## config.mk

```make
export PLATFORM = sky130hd
export DESIGN_NAME = cmp_timer8
export DESIGN_NICKNAME = d
export VERILOG_FILES = /design/src/rtl/timer8_pkg.sv /design/src/rtl/timer8_prescaler.sv /design/src/rtl/timer8_regs.sv /design/src/rtl/timer8_core.sv /design/src/rtl/cmp_timer8.sv
export SDC_FILE = /design/constraint.sdc
export NUM_CORES = 1
export LEC_CHECK = 0
export ABC_CLOCK_PERIOD_IN_PS = 3000
export CORE_UTILIZATION = 55
export CTS_BUF_LIST = sky130_fd_sc_hd__clkbuf_4 sky130_fd_sc_hd__clkbuf_8
export CTS_CLUSTER_DIAMETER = 30
export DETAILED_ROUTE_END_ITERATION = 12
export DONT_BUFFER_PORTS = 1
export PLACE_DENSITY_LB_ADDON = 0.3
export SETUP_SLACK_MARGIN = 0.2
export SYNTH_ARGS = -nofsm -noshare
export SYNTH_HDL_FRONTEND = slang
export SYNTH_SLANG_ARGS = --single-unit
```

## constraint.sdc

```tcl
create_clock -name clk -period 3 [get_ports clk]
set_input_delay 0.3 -clock clk [delete_from_list [all_inputs] [get_ports clk]]
set_output_delay 0.3 -clock clk [all_outputs]
set_load 0.01 [all_outputs]
```

## src/rtl/timer8_pkg.sv

```systemverilog
package timer8_pkg;

    localparam int CNT_W   = 8;
    localparam int ADDR_W  = 2;
    localparam int NUM_TAP = 5;

    typedef logic [CNT_W-1:0]  cnt_t;
    typedef logic [ADDR_W-1:0] addr_t;

    localparam addr_t ADDR_MODE = 2'd0;
    localparam addr_t ADDR_CMP0 = 2'd1;
    localparam addr_t ADDR_CMP1 = 2'd2;
    localparam addr_t ADDR_CAR  = 2'd3;

    typedef enum logic [1:0] {
        MODE_INTERVAL = 2'b00,
        MODE_PWM      = 2'b01,
        MODE_CARRIER  = 2'b10,
        MODE_RSVD     = 2'b11
    } tmr_mode_e;

    typedef struct packed {
        logic       enable;
        logic [2:0] clk_sel;
        tmr_mode_e  mode;
        logic       idle_lvl;
        logic       out_en;
    } mode_reg_t;

    typedef struct packed {
        logic pol;
        logic nrz_buf;
    } car_reg_t;

    // Divider exponent of each fast tap, indexed by clock select code.
    function automatic int tap_exp(input int idx);
        case (idx)
            0:       return 0;
            1:       return 1;
            2:       return 2;
            3:       return 4;
            default: return 6;
        endcase
    endfunction

    function automatic tmr_mode_e effective_mode(input tmr_mode_e m);
        return (m == MODE_RSVD) ? MODE_INTERVAL : m;
    endfunction

endpackage

```

## src/rtl/timer8_prescaler.sv

```systemverilog
module timer8_prescaler
    import timer8_pkg::*;
#(
    parameter int DIV_W        = 10,
    parameter int LS_W         = 11,
    parameter bit SLOW_FROM_LS = 1'b0
) (
    input  logic       clk,
    input  logic       rst,
    input  logic       ls_tick,
    input  logic [2:0] clk_sel,
    output logic       tick
);

    logic [DIV_W-1:0]   div_q;
    logic [LS_W-1:0]    ls_q;
    logic [NUM_TAP-1:0] tap;
    logic               slow_fast;
    logic               slow_ls;
    logic               slow_tap;

    always_ff @(posedge clk) begin
        if (rst) begin
            div_q <= '0;
            ls_q  <= '0;
        end else begin
            div_q <= div_q + 1'b1;
            if (ls_tick) ls_q <= ls_q + 1'b1;
        end
    end

    for (genvar i = 0; i < NUM_TAP; i++) begin : g_tap
        localparam int K = tap_exp(i);
        if (K == 0) begin : g_full
            assign tap[i] = 1'b1;
        end else begin : g_div
            assign tap[i] = &div_q[K-1:0];
        end
    end

    assign slow_fast = &div_q;
    assign slow_ls   = ls_tick & (&ls_q);
    assign slow_tap  = SLOW_FROM_LS ? slow_ls : slow_fast;

    always_comb begin
        case (clk_sel)
            3'd0, 3'd1, 3'd2, 3'd3, 3'd4: tick = tap[clk_sel];
            3'd5:                         tick = slow_tap;
            default:                      tick = 1'b0;
        endcase
    end

    // With a divide-by-4 tap, ticks never land on consecutive cycles.
    assert_tick_spacing_R3: assert property (@(posedge clk) disable iff (rst)
        (tick && clk_sel == 3'd2) |=> (!tick || clk_sel != 3'd2));

endmodule

```

## src/rtl/timer8_regs.sv

```systemverilog
module timer8_regs
    import timer8_pkg::*;
(
    input  logic      clk,
    input  logic      rst,
    input  logic      wr_en,
    input  addr_t     wr_addr,
    input  cnt_t      wr_data,
    input  addr_t     rd_addr,
    output cnt_t      rd_data,
    output mode_reg_t mode_q,
    output cnt_t      cmp0_q,
    output cnt_t      cmp1_q,
    output car_reg_t  car_q
);

    logic err_q;

    always_ff @(posedge clk) begin
        if (rst) begin
            mode_q <= '0;
            cmp0_q <= '0;
            cmp1_q <= '0;
            car_q  <= '0;
            err_q  <= 1'b0;
        end else if (wr_en) begin
            case (wr_addr)
                ADDR_MODE: mode_q <= mode_reg_t'(wr_data);
                ADDR_CMP0: begin
                    if (!mode_q.enable) cmp0_q <= wr_data;
                    else                err_q  <= 1'b1;
                end
                ADDR_CMP1: cmp1_q <= wr_data;
                default:   car_q  <= car_reg_t'(wr_data[1:0]);
            endcase
        end
    end

    always_comb begin
        case (rd_addr)
            ADDR_MODE: rd_data = cnt_t'(mode_q);
            ADDR_CMP0: rd_data = cmp0_q;
            ADDR_CMP1: rd_data = cmp1_q;
            default:   rd_data = {err_q, 5'b0, car_q};
        endcase
    end

    assert_cmp0_locked_R8: assert property (@(posedge clk) disable iff (rst)
        (wr_en && wr_addr == ADDR_CMP0 && mode_q.enable) |=> ($stable(cmp0_q) && err_q));

    assert_err_sticky_R8: assert property (@(posedge clk) disable iff (rst)
        err_q |=> err_q);

endmodule

```

## src/rtl/timer8_core.sv

```systemverilog
module timer8_core
    import timer8_pkg::*;
(
    input  logic      clk,
    input  logic      rst,
    input  logic      tick,
    input  mode_reg_t mode_q,
    input  cnt_t      cmp0_q,
    input  cnt_t      cmp1_q,
    input  car_reg_t  car_q,
    input  logic      evt_in,
    output logic      tmr_out,
    output logic      tmr_irq
);

    tmr_mode_e mode_e;
    cnt_t      cnt_q;
    cnt_t      target;
    logic      flop_q;
    logic      phase_q;
    logic      nrz_q;
    logic      irq_q;
    logic      carrier;
    logic      hit;
    logic      hit0;
    logic      hit1_pwm;

    assign mode_e   = effective_mode(mode_q.mode);
    assign carrier  = (mode_e == MODE_CARRIER);
    assign target   = (carrier && phase_q) ? cmp1_q : cmp0_q;
    assign hit      = mode_q.enable && tick && (cnt_q == target);
    assign hit0     = hit && !(carrier && phase_q);
    assign hit1_pwm = mode_q.enable && tick && (mode_e == MODE_PWM)
                      && (cnt_q == cmp1_q) && !hit0;

    always_ff @(posedge clk) begin
        if (rst) begin
            cnt_q   <= '0;
            flop_q  <= 1'b0;
            phase_q <= 1'b0;
            nrz_q   <= 1'b0;
            irq_q   <= 1'b0;
        end else begin
            irq_q <= hit0;
            if (evt_in) nrz_q <= car_q.nrz_buf;
            if (!mode_q.enable) begin
                cnt_q   <= '0;
                flop_q  <= 1'b0;
                phase_q <= 1'b0;
            end else begin
                if (!carrier) phase_q <= 1'b0;
                if (tick) begin
                    cnt_q <= hit ? '0 : cnt_q + 1'b1;
                    case (mode_e)
                        MODE_PWM: begin
                            if (hit0)          flop_q <= 1'b1;
                            else if (hit1_pwm) flop_q <= 1'b0;
                        end
                        MODE_CARRIER: begin
                            if (hit) begin
                                flop_q  <= ~flop_q;
                                phase_q <= ~phase_q;
                            end
                        end
                        default: begin
                            if (hit0) flop_q <= ~flop_q;
                        end
                    endcase
                end
            end
        end
    end

    always_comb begin
        if (!mode_q.out_en) tmr_out = mode_q.idle_lvl;
        else if (carrier)   tmr_out = (flop_q & nrz_q) ^ car_q.pol;
        else                tmr_out = flop_q ^ mode_q.idle_lvl;
    end

    assign tmr_irq = irq_q;

    assert_irq_needs_enable_R2: assert property (@(posedge clk) disable iff (rst)
        tmr_irq |-> $past(mode_q.enable));

    assert_clear_on_disable_R10: assert property (@(posedge clk) disable iff (rst)
        !mode_q.enable |=> (cnt_q == '0 && !flop_q));

    assert_interval_bound_R4: assert property (@(posedge clk) disable iff (rst)
        (mode_q.enable && mode_e == MODE_INTERVAL && !phase_q) |-> (cnt_q <= cmp0_q));

    assert_nrz_load_R7: assert property (@(posedge clk) disable iff (rst)
        evt_in |=> (nrz_q == $past(car_q.nrz_buf)));

endmodule

```

## src/rtl/cmp_timer8.sv

```systemverilog
module cmp_timer8
    import timer8_pkg::*;
#(
    parameter int DIV_W        = 10,
    parameter int LS_W         = 11,
    parameter bit SLOW_FROM_LS = 1'b0
) (
    input  logic        clk,
    input  logic        rst,
    input  logic        wr_en,
    input  logic [1:0]  wr_addr,
    input  logic [7:0]  wr_data,
    input  logic [1:0]  rd_addr,
    output logic [7:0]  rd_data,
    input  logic        ls_tick,
    input  logic        evt_in,
    output logic        tmr_out,
    output logic        tmr_irq
);

    mode_reg_t mode_q;
    cnt_t      cmp0_q;
    cnt_t      cmp1_q;
    car_reg_t  car_q;
    logic      tick;

    timer8_regs u_regs (
        .clk     (clk),
        .rst     (rst),
        .wr_en   (wr_en),
        .wr_addr (wr_addr),
        .wr_data (wr_data),
        .rd_addr (rd_addr),
        .rd_data (rd_data),
        .mode_q  (mode_q),
        .cmp0_q  (cmp0_q),
        .cmp1_q  (cmp1_q),
        .car_q   (car_q)
    );

    timer8_prescaler #(
        .DIV_W        (DIV_W),
        .LS_W         (LS_W),
        .SLOW_FROM_LS (SLOW_FROM_LS)
    ) u_presc (
        .clk     (clk),
        .rst     (rst),
        .ls_tick (ls_tick),
        .clk_sel (mode_q.clk_sel),
        .tick    (tick)
    );

    timer8_core u_core (
        .clk     (clk),
        .rst     (rst),
        .tick    (tick),
        .mode_q  (mode_q),
        .cmp0_q  (cmp0_q),
        .cmp1_q  (cmp1_q),
        .car_q   (car_q),
        .evt_in  (evt_in),
        .tmr_out (tmr_out),
        .tmr_irq (tmr_irq)
    );

endmodule

```

==> metrics list, run 1 <==
- The run finished with clean final reports.
* Number of violations reported at the end of detailed-routing iteration 0: 116
* Post-synth cell types: 42
- The floorplan step defined a die boundary enclosing 4760 sq um.
- Drt total wl: 4980 um
- Most frequently used flop master after synthesis: sky130_fd_sc_hd__dfxtp_1
- Reg2Reg Setup Slack: 0.69 ns
* Gate power share: 7.3%
- Synthesis produced a netlist with a net count of 291.
- Worst endpoint required time: 3.22 ns
- TritonCTS clock tree: built
- The clock reaches the later pin of the worst-skew pair after 0.30 ns.
* Clock root buffer master: sky130_fd_sc_hd__clkbuf_8
* Crit path capture type: register
- Number of global-route vias before repair: 1756
- Of the total power, the share spent switching nets is 21.7%.
* Largest net degree at the start of global routing: 41
- After the last flow step, the layout net total stands at 287.
- GRT Residual Overflow: 0
- After clock tree synthesis, the repair step resized 0 gates.
- Portion of total power attributed to sequential cells: 54.0%
* Worst Setup EP: u_core.phase_q$_SDFF_PP0_
* Layout area overhead: 5.78%
* Reg-to-reg startpoint: u_core.cnt_q[1]$_SDFFE_PP0N_
* Average footprint of a synthesized cell: 9.07 sq um
- The worst setup path is launched from a register.
- The final count of pins violating max slew is 0.
- In the layout the commonest cells are sky130_fd_sc_hd__nor2_1 (50), sky130_fd_sc_hd__dfxtp_1 (49), sky130_fd_sc_hd__mux2i_1 (36).
- Die Span X: 69.0 um
- The first detailed-routing pass ran for 4 iterations.
- The initialized floorplan defines 23 standard-cell rows.
* Internal power contribution: 994 uW
- For the worst flop-to-flop path, the logic depth is 6.
* Maximum clock rate: 434 MHz
- After clock tree synthesis, the setup repair step added 0 buffers.
* Gate count after technology mapping: 272
- Initial antenna violation count: 0
- H-Tree Level Count: 2
- Pin placement for this block handled 27 I/O pins.
- After routing, the total negative slack on setup checks comes to 0 ns.
* Worst path arrival time: 2.52 ns
- In the final routed layout, each cell accounts on average for 15.6 um.
- Most common library cell in the layout ignoring fill and taps: sky130_fd_sc_hd__nor2_1
* Initial standard-cell utilization of the core: 59.5%
- During placement, the flow inserted port buffers numbering 0.
- RSZ-0062 raised after global routing: no
- DR vias/cell: 5.88
* Worst-case clock skew: 0.00710 ns
* Routability Congestion: 0.869
- The floorplan step set the die height to 69.0 um.
- In this run the power density over the cells is 486 nW/um^2.
- Along the worst path, the maximum fanout reaches 7.
* Combined area of all synthesized cells: 2470 sq um
- Of all flip-flops after synthesis, the portion carrying an async set or reset was 0%.
- Clock period minus worst slack: 2.31 ns
* Clock share of power: 38.7%
- Final setup fails: 0
* Clock-pin transition on the worst setup and hold timing paths: 0.09 ns
* Worst setup path startpoint: u_core.cnt_q[1]$_SDFFE_PP0N_
- In this run the power spent charging and discharging nets is 275 uW.
- Across the run, the number of max-cap violations was 0.
- In this run the critical register-to-register path is captured at u_core.phase_q$_SDFF_PP0_.
* Maximum count of clock buffers along a single path: 2
* Detailed-route DRC error count: 0
- At the pin with the least slew margin, the transition time is 0.951 ns.
- The critical path is of the register to register type.
- The first global-routing pass estimated 8010 um of wire.
* Number of buffers created by CTS: 5
- Global-route usage over all layers: 23.2%
- The total count of hold-check failures in the final report came to 0.
* Detailed-placement wirelength estimate: 3610 um
- The final route contains 1875 vias.
- Remaining number of nets flagged by the antenna check after routing: 0
* Flip-flop and latch count after synthesis: 49
- Hold/Removal Path Class: input pin to register
- The filler cells instantiated in the layout total 377.
- The Yosys step of the flow raised 0 warnings.
* Relative slew slack: 36.3%
- The region available for standard cell placement spans 4140 sq um.
- P_leak: 1.08 nW
- Fraction of layout cells with a size suffix above 1: 5.58%
- Yosys mapped a number of flops with a built-in enable equal to 0.
- VDD sags by at most 0.000339 V.
- The worst path uses 76.9% of the clock period.
- Of the synthesized area, sequential elements account for 39.8%.
- The clock drives 49 sinks.
- Number of hold buffers added after CTS: 0
* # diodes: 0
- WHS: 0.0628 ns
-- state kept, by name (all words and copies together), names as in the netlist --
register and count:
u_core.nrz_q 1, u_core.cnt_q 8, u_regs.cmp0_q 8, u_regs.mode_q 8
u_core.flop_q 1, u_presc.div_q 10, u_core.tmr_irq 1, u_core.phase_q 1
u_regs.car_q 2, u_regs.err_q 1, u_regs.cmp1_q 8
-- per-layer routing --
layer / vias up / global-route usage, % / routed length [um]
met3: 8 / 5.10 / 278
met5: - / 0 / 0
met2: 48 / 36.5 / 2210
met4: 0 / 8.42 / 67
li1: 937 / - / -
met1: 882 / 31.1 / 2430
-- Yosys cell counts (5+ instances only) --
| cell | count | area, sq um |
|---|---|---|
| sky130_fd_sc_hd__dfxtp_1 | 49 | 981 |
| sky130_fd_sc_hd__mux2i_1 | 36 | 360 |
| sky130_fd_sc_hd__xnor2_1 | 8 | 70.1 |
| sky130_fd_sc_hd__nand2_1 | 16 | 60.1 |
| sky130_fd_sc_hd__and3_1 | 5 | 31.3 |
| sky130_fd_sc_hd__nand4_1 | 6 | 37.5 |
| sky130_fd_sc_hd__nand3_1 | 8 | 40.0 |
| sky130_fd_sc_hd__a21oi_1 | 5 | 25.0 |
| sky130_fd_sc_hd__o21ai_0 | 11 | 55.1 |
| sky130_fd_sc_hd__clkbuf_1 | 8 | 30.0 |
| sky130_fd_sc_hd__xor2_1 | 18 | 158 |
| sky130_fd_sc_hd__nor2_1 | 50 | 188 |
-- cell type report --
class                   count  area [sq um]  area share (%)
flip-flops and latches     49           981            37.6
multi-input cells         208          1430            54.8
clock inverters             1          30.0            1.15
well taps                  50          62.6            2.40
inverters                   4          15.0           0.575
clock buffers               7          90.1            3.45
-- cells by family after synthesis --
kind of cell / after synthesis / synth area share, %
buffers and inverters: 15 / 2.43
adders and majority gates: 2 / 1.01
AOI/OAI and AO/OA: 30 / 7.35
and+or+nand+nor: 110 / 22.4
muxes: 40 / 17.8
DFF: 49 / 39.8
xor gates and xnor gates: 26 / 9.23
-- stage by stage --
step	instance area (sq um)	power (mW)	setup slack, ns	std cells	util, %
after detailed placement	2490	0.792	0.661	311	60.1
final	2610	1.27	0.694	319	63.0
after global routing	2610	1.32	0.379	319	63.0
after CTS	2610	1.28	0.675	319	63.0
after global placement	2490	0.790	0.713	311	60.1
after floorplan	2470	0.784	0.930	272	-
-- critical path, cell delays in order (launching register included) --
cell and delay (ns):
sky130_fd_sc_hd__dfxtp_1 0.49, sky130_fd_sc_hd__xor2_1 0.12, sky130_fd_sc_hd__nor4_1 0.43, sky130_fd_sc_hd__mux2i_1 0.17, sky130_fd_sc_hd__or4_4 0.46, sky130_fd_sc_hd__or3_1 0.32, sky130_fd_sc_hd__a211oi_1 0.22
-- power groups by stage --
stage / sequential [mW] / clock (mW) / combinational [mW]
after floorplan: 0.694 / 0 / 0.0904
after global placement: 0.700 / 0 / 0.0906
after detailed placement: 0.700 / 0 / 0.0922
after CTS: 0.685 / 0.500 / 0.0930
after global routing: 0.688 / 0.524 / 0.104
final: 0.685 / 0.491 / 0.0929
-- worst min-delay path by stage --
stage | from | end | slack, ns | cells past startpoint
3_5_place_dp | rst | u_regs.cmp0_q[7]$_SDFFE_PP0P_ | 0.38 | 1
3_3_place_gp | rst | u_regs.mode_q[7]$_SDFFE_PP0P_ | 0.38 | 1
6_report | rst | u_regs.cmp0_q[7]$_SDFFE_PP0P_ | 0.06 | 1
4_1_cts | rst | u_regs.cmp1_q[6]$_SDFFE_PP0P_ | 0.06 | 1
2_1_floorplan | u_regs.err_q$_SDFFE_PP0P_ | u_regs.err_q$_SDFFE_PP0P_ | 0.43 | 2
5_1_grt | rst | u_regs.mode_q[1]$_SDFFE_PP0P_ | 0.05 | 1
Power figures use the tool's default switching activity.
==> inputs of run 2 (changes only) <==
--- a/config.mk
+++ b/config.mk
@@ -5,7 +5,8 @@
 export SDC_FILE = /design/constraint.sdc
 export NUM_CORES = 1
 export LEC_CHECK = 0
-export ABC_CLOCK_PERIOD_IN_PS = 3000
+export ABC_AREA = 1
+export ABC_CLOCK_PERIOD_IN_PS = 2100
 export CORE_UTILIZATION = 55
 export CTS_BUF_LIST = sky130_fd_sc_hd__clkbuf_4 sky130_fd_sc_hd__clkbuf_8
 export CTS_CLUSTER_DIAMETER = 30
==> constraint.sdc (replaced) <==
create_clock -name clk -period 2.1 [get_ports clk]
set_input_delay 0.21 -clock clk [delete_from_list [all_inputs] [get_ports clk]]
set_output_delay 0.21 -clock clk [all_outputs]
set_load 0.01 [all_outputs]
==> metrics list, run 2 <==
* Vias after detailed routing: 2508
- Wire length of the first global-routing pass: 10400 um
- Power density over cell area: 651 nW/um^2
- Number of buffers created by CTS: 5
* Max reg flops: 10
* Reg2Reg Setup Slack: 0.34 ns
- TritonCTS built the clock tree.
- Drt total wl: 6110 um
- Yosys instantiated no cell more often than sky130_fd_sc_hd__nand2_1.
- Entering global routing, the biggest net connects 33 pins.
- After legalization and detailed placement, the total HPWL measured 4510 um.
* Worst slew pin tran: 0.747 ns
- The total overflow left after global routing is 0.
* Cell types with the largest area share after synthesis: sky130_fd_sc_hd__dfxtp_1 (37%), sky130_fd_sc_hd__nand2_1 (13%), sky130_fd_sc_hd__a21oi_1 (7.0%)
- For this run, the leading register cell type out of synthesis is sky130_fd_sc_hd__dfxtp_1.
* Global-route usage over all layers: 25.8%
- Final setup slack of the worst path: 0.342 ns
* Sequential-to-total area share from yosys stat: 37.1%
- For this run, the number of Yosys warnings is 0.
- RSZ-0062 raised after global routing: no
* Register bank with the most flops: u_presc.div_q
* Clock period minus worst slack: 1.76 ns
- The tool flagged a number of max-cap violations equal to 0.
- Worst-case clock skew: 0.00495 ns
- The die covers 5080 sq um.
- The initial antenna violation count came to 0.
- Maximum count of clock buffers along a single path: 2
- Relative slew slack: 50.2%
- The checks that failed: design-rule violations.
- Summed negative setup slack over all endpoints: 0 ns
* H-Tree Level Count: 2
* Maximum clock rate: 569 MHz
- The region available for standard cell placement spans 4470 sq um.
- Final instance area: 2900 sq um
- Averaged over all synthesized cells, the footprint is 6.76 sq um.
- Hold/Removal Path Class: input pin to register
* Post-layout nets: 418
- The first detailed-routing pass ran for 8 iterations.
* Routability Congestion: 0.819
* Clk_lat worst skew: 0.30 ns
- Gate count after technology mapping: 391
* Remaining number of nets flagged by the antenna check after routing: 0
- Startpoint class of the critical path: register
- Height of the chip: 71.3 um
- Number of enable-type register cells in the synthesized netlist: 0
- Worst Path Class, Setup: register to register
* P_leak: 1.17 nW
* Final setup fails: 0
- The total count of hold-check failures in the final report is 0.
* Die Span X: 71.3 um
* Number of global-route vias before repair: 2272
* Clock root buffer master: sky130_fd_sc_hd__clkbuf_8
- Peak supply drop: 0.000533 V
- 27 I/O pins were placed.
* Total number of clock tree sinks: 49
* Commonest non-fill, non-tap cells in the layout: sky130_fd_sc_hd__nand2_1 (88), sky130_fd_sc_hd__inv_1 (46), sky130_fd_sc_hd__dfxtp_1 (46)
- Std-Cell Rows: 24
* Crit path capture type: register
- Before CTS, the worst setup slack after placement is 0.143 ns.
- Flip-flop and latch count after synthesis: 49
- Worst endpoint required time: 2.30 ns
- Of the available clock period, the critical path in the final layout requires 83.7%.
* Post-synth net total: 410
* Most common library cell in the layout ignoring fill and taps: sky130_fd_sc_hd__nand2_1
- For this run, the slowest stage of the critical path takes 0.38 ns.
- Of the post-synthesis cell area, the dominant cell type holds 37.1%.
* Average wire per cell in the routed design: 13.6 um
* Result of the run: complete, but fails checks
- The number of antenna diodes in the final layout is 0.
- For this run, design rule violations remaining after detail routing come to 1.
- Ordered list of cells on the worst path: ha_4, nand2_2, nor2_4, inv_2, nor2_4, nand2_1, nand3_4, nand4_1, nor2_2, nand2_1, nand3_1, nor2_1
- Post-synth cell types: 29
- Port bufs: 0
* Layout area overhead: 9.71%
- Worst-path maximum fanout: 7
* Combined area of all synthesized cells: 2640 sq um
- After the first detailed-routing iteration, the DRC count stood at 188.
- Among all stages on the critical path, the largest delay is contributed by sky130_fd_sc_hd__dfxtp_4.
- The synthesized design spends more area on one cell type than any other, namely sky130_fd_sc_hd__dfxtp_1.
* Synth cell count leaders: sky130_fd_sc_hd__nand2_1 (89), sky130_fd_sc_hd__dfxtp_1 (49), sky130_fd_sc_hd__inv_1 (47)
- Clock-pin slew was measured on the worst setup and hold paths at 0.09 ns.
* Placed cell areas: 2700 sq um
- The initial utilization of the core area, before any placement, comes to 59.0%.
* Worst path arrival time: 1.96 ns
- Of the cells placed in the final design, the portion with a size suffix greater than 1 is 11.8%.
- Max-slew violation total from the final report: 0
- DR vias/cell: 5.56
- Counting flops with an async set or reset pin after synthesis yields a share of 0%.
run 2: layout make-up:
type | instances | area, sq um
Multi-Input combinational cell | 280 | 1450
Clock inverter | 2 | 35.0
Timing Repair Buffer | 12 | 95.1
Clock buffer | 5 | 68.8
Tap cell | 52 | 65.1
Inverter | 51 | 194
Fill cell | 410 | 1580
Sequential cell | 49 | 987
run 2: worst max-delay path, delay by kind of cell (launching register included):
kind | cells | cell delay (ns)
buf+inv | 1 | 0.06
flops | 1 | 0.38
fa+ha+maj | 1 | 0.15
simple gates | 10 | 1.06
run 2: path summary, 6_finish.rpt:
| kind | from | end | cells past startpoint |
|---|---|---|---|
| hold reg to reg | u_presc.div_q[0]$_SDFF_PP0_ | u_presc.div_q[0]$_SDFF_PP0_ | 1 |
| setup reg to reg | u_presc.div_q[0]$_SDFF_PP0_ | u_core.cnt_q[6]$_SDFFE_PP0N_ | 12 |
| hold / removal | wr_data[1] | u_regs.cmp1_q[1]$_SDFFE_PP0P_ | 2 |
| setup / recovery | u_presc.div_q[0]$_SDFF_PP0_ | u_core.cnt_q[6]$_SDFFE_PP0N_ | 12 |
run 2: metrics by stage:
stage | util, % | power, mW | instances | hold WS, ns
after floorplan | - | 1.18 | 391 | 0.304
after global placement | 60.4 | 1.22 | 440 | 0.280
after detailed placement | 60.4 | 1.22 | 440 | 0.281
after CTS | 63.4 | 1.88 | 449 | 0.0476
after global routing | 64.8 | 1.97 | 451 | 0.0617
final | 64.8 | 1.89 | 451 | 0.0549
run 2: what timing repair did:
| item | in CTS | in global routing |
|---|---|---|
| setup endpoints to repair | 8 | 12 |
| pin swaps | 0 | 3 |
| gates resized for setup | 3 | 12 |
| hold buffers | 2 | 0 |
| buffers inserted | 0 | 2 |
| hold endpoints to repair | 7 | 0 |
run 2: where the power goes:
group | leakage (nW) | switching [mW] | internal [mW] | total [mW]
sequential | 0.400 | 0.0294 | 0.963 | 0.992
clock | 0.0540 | 0.316 | 0.347 | 0.662
combinational | 0.712 | 0.149 | 0.0828 | 0.232
total | 1.17 | 0.494 | 1.39 | 1.89
run 2: kinds of logic (layout without fill, tap and decap cells):
family                   after synthesis  count (layout)  synth area share (%)
XOR/XNOR                               8               8                  2.65
adder cells (fa/ha/maj)                2               2                 0.947
AO/OA/AOI/OAI                         87              87                  17.9
AND/OR/NAND/NOR                      183             183                  31.7
buffers and inverters                 62              70                  9.66
flip-flops                            49              49                  37.1
run 2: per-layer routing:
| metal | track usage [%] | up-vias | part of all wire [%] | routed length [um] |
|---|---|---|---|---|
| met5 | 0 | - | 0 | 0 |
| met2 | 42.2 | 53 | 47 | 2850 |
| met3 | 4.78 | 13 | 3.6 | 220 |
| li1 | - | 1298 | - | - |
| met1 | 34.4 | 1144 | 48 | 2930 |
| met4 | 8.44 | 0 | 1.8 | 113 |
==> inputs of run 3 (changes only) <==
--- a/config.mk
+++ b/config.mk
@@ -5,8 +5,8 @@
 export SDC_FILE = /design/constraint.sdc
 export NUM_CORES = 1
 export LEC_CHECK = 0
-export ABC_AREA = 1
-export ABC_CLOCK_PERIOD_IN_PS = 2100
+export ABC_AREA = 0
+export ABC_CLOCK_PERIOD_IN_PS = 1550
 export CORE_UTILIZATION = 55
 export CTS_BUF_LIST = sky130_fd_sc_hd__clkbuf_4 sky130_fd_sc_hd__clkbuf_8
 export CTS_CLUSTER_DIAMETER = 30
==> constraint.sdc (replaced) <==
create_clock -name clk -period 1.55 [get_ports clk]
set_input_delay 0.155 -clock clk [delete_from_list [all_inputs] [get_ports clk]]
set_output_delay 0.155 -clock clk [all_outputs]
set_load 0.01 [all_outputs]
==> metrics list, run 3 (synthesis gave the netlist of run 1 again) <==
- Result of the run: complete, but fails checks
- The final reports fail on negative setup slack.
- Across all setup checks in the final design, the least slack found is -0.506 ns.
- Fill cells in the final layout number 270.
* Number of violations reported at the end of detailed-routing iteration 0: 108
- The final route contains 2194 vias.
- For this design the ratio of total power to cell area is 762 nW/um^2.
* Maximum clock rate: 486 MHz
* Std-Cell Rows: 23
* Worst-path maximum fanout: 3
- Detailed-placement wirelength estimate: 4450 um
- Most common library cell in the layout ignoring fill and taps: sky130_fd_sc_hd__buf_4
- The clock tree synthesis step divided the H-tree into 2 levels.
- In this run the tightest slew margin relative to its limit is 66.9%.
* Inst Count DP: 366
- At the end of routability-driven placement, the weighted congestion stood at 0.802.
* Crit path capture type: register
- Switch Pwr: 600 uW
* Clock share of power: 34.5%
* Global-route usage over all layers: 29.0%
- Detailed-route DRC error count: 0
- Clock-pin slew was measured on the worst setup and hold paths at 0.08 ns.
- The die is 69.0 um tall.
* Commonest non-fill, non-tap cells in the layout: sky130_fd_sc_hd__buf_4 (55), sky130_fd_sc_hd__nor2_1 (50), sky130_fd_sc_hd__dfxtp_1 (37)
- Peak supply drop: 0.000497 V
- Worst Path Class, Setup: register to register
- In the final routed layout, each cell accounts on average for 16.3 um.
- Hold depth: 2
- Setup repair after global routing could not meet its margin everywhere.
* Hold Path Origin: wr_data[3]
- Largest net degree at the start of global routing: 39
- I/O pin cnt: 27
- First-pass DRT Iterations: 4
- Worst-case clock skew: 0.00353 ns
- 0 antenna diodes ended up in the layout.
- The first global-routing pass estimated 9920 um of wire.
- Clock period minus worst slack: 2.06 ns
* Startpoint class of the critical path: register
- Clk_lat worst skew: 0.30 ns
- Number of global-route vias before repair: 2166
- Max reg flops: 10
- Area enclosed by the die boundary: 4760 sq um
- Once the floorplan was initialized, standard cells occupied 59.5% of the core.
* Post-layout nets: 357
* Share of the clock period used by the worst path: 133%
- Maximum count of clock buffers along a single path: 2
- Max-slew violation total from the final report: 0
- Across the run, the number of max-cap violations was 0.
- The setup check on the worst reg-to-reg path leaves a slack of -0.51 ns.
- For hold timing, the worst endpoint is u_regs.cmp0_q[3]$_SDFFE_PP0P_.
- Drt total wl: 6320 um
* Port bufs: 0
- Setup violations remaining at the end of the flow were counted as 12.
* Initial antenna violation count: 0
- Measured on the finished design, the core utilization comes to 80.8%.
- Data on the critical path arrives at its endpoint at 2.28 ns.
* TritonCTS clock tree: built
- Register bank with the most flops: u_presc.div_q
- Counting cells, the worst reg-to-reg path comes to 6.
- The min-delay analysis places its worst path in the category input pin to register.
* Final Hold Fails: 0
- Worst slew pin tran: 0.496 ns
- P_leak: 1.46 nW
- The worst register-to-register path begins at u_core.cnt_q[5]$_SDFFE_PP0N_.
- Layout area overhead: 35.7%
- Portion of total power attributed to sequential cells: 51.8%
- The clock net in this run drives a total of 49 sinks.
* Gate power share: 13.7%
- Number of buffers created by CTS: 5
- The die is 69.0 um wide.
* GRT Residual Overflow: 0
- Internal power comes to 1.95 mW.
* Worst reg2reg path endpoint: u_core.phase_q$_SDFF_PP0_
- The post-route netlist has 34.0% of its cells at a drive strength greater than 1.
* Clock root buffer master: sky130_fd_sc_hd__clkbuf_8
* Switching part of the total power: 23.5%
* Remaining number of nets flagged by the antenna check after routing: 0
- In the routed layout, each cell is associated on average with a via count of 5.65.
- Std-Cell Core Area: 4140 sq um
* Worst endpoint required time: 1.77 ns
* Number of cells in the finished layout apart from fillers: 388
[run 3: power groups by stage]
stage / sequential (mW) / combinational [mW] / clock, mW
3_5_place_dp: 1.35 / 0.266 / 0
2_1_floorplan: 1.35 / 0.180 / 0
5_1_grt: 1.33 / 0.376 / 0.957
3_3_place_gp: 1.35 / 0.259 / 0
4_1_cts: 1.32 / 0.331 / 0.903
6_report: 1.32 / 0.349 / 0.881
[run 3: routing by layer]
layer,vias to the layer above,track usage [%],routed length (um)
met5,-,0,0
met1,1051,35.8,2880
met4,0,7.65,64
li1,1081,-,-
met3,6,6.25,269
met2,56,50.6,3110
[run 3: what timing repair did]
action                                  CTS  global route
gates cloned                              0             0
hold buffers                              8             0
setup buffers                             3             4
resized for setup                        32            14
endpoints found under the setup margin   19            21
endpoints found under the hold margin    38             0
pin swaps                                 4             6
[run 3: stage by stage]
stage          instance area [sq um]  TNS, ns  hold slack, ns  power, mW  setup WS [ns]
5_1_grt                         3350    -5.89         0.00545       2.66         -0.564
2_1_floorplan                   2530    -2.97           0.299       1.53         -0.461
6_report                        3350    -5.11         0.00335       2.55         -0.506
3_5_place_dp                    2960    -4.61           0.226       1.62         -0.523
3_3_place_gp                    2960    -4.10           0.226       1.61         -0.459
4_1_cts                         3270    -4.56         0.00115       2.56         -0.464
[run 3: how the worst max path moves through the flow]
stage / start / to / slack [ns] / cells past startpoint
after floorplan: u_regs.mode_q[3]$_SDFFE_PP0P_ / u_core.phase_q$_SDFF_PP0_ / -0.46 / 7
after global placement: u_core.cnt_q[1]$_SDFFE_PP0N_ / u_core.phase_q$_SDFF_PP0_ / -0.46 / 6
after detailed placement: u_regs.mode_q[3]$_SDFFE_PP0P_ / u_core.phase_q$_SDFF_PP0_ / -0.52 / 6
after CTS: u_regs.mode_q[2]$_SDFFE_PP0P_ / u_core.phase_q$_SDFF_PP0_ / -0.46 / 6
after global routing: u_core.cnt_q[5]$_SDFFE_PP0N_ / u_core.phase_q$_SDFF_PP0_ / -0.56 / 6
final: u_core.cnt_q[5]$_SDFFE_PP0N_ / u_core.phase_q$_SDFF_PP0_ / -0.51 / 6
[run 3: cell type report]
cell class | instances | area [sq um] | share of cell area (%)
Clock buffer | 5 | 68.8 | 2.06
Clock inverter | 2 | 35.0 | 1.05
Inverter | 4 | 15.0 | 0.448
Multi-Input combinational cell | 208 | 1590 | 47.4
Sequential cell | 49 | 998 | 29.8
Tap cell | 50 | 62.6 | 1.87
Timing Repair Buffer | 70 | 582 | 17.4
[run 3: worst max-delay path, stage by stage (launching register included)]
cell,delay [ns]
sky130_fd_sc_hd__dfxtp_1,0.35
sky130_fd_sc_hd__xor2_1,0.18
sky130_fd_sc_hd__nor4_2,0.35
sky130_fd_sc_hd__mux2i_1,0.16
sky130_fd_sc_hd__or4_4,0.43
sky130_fd_sc_hd__or3_1,0.33
sky130_fd_sc_hd__a211oi_2,0.17
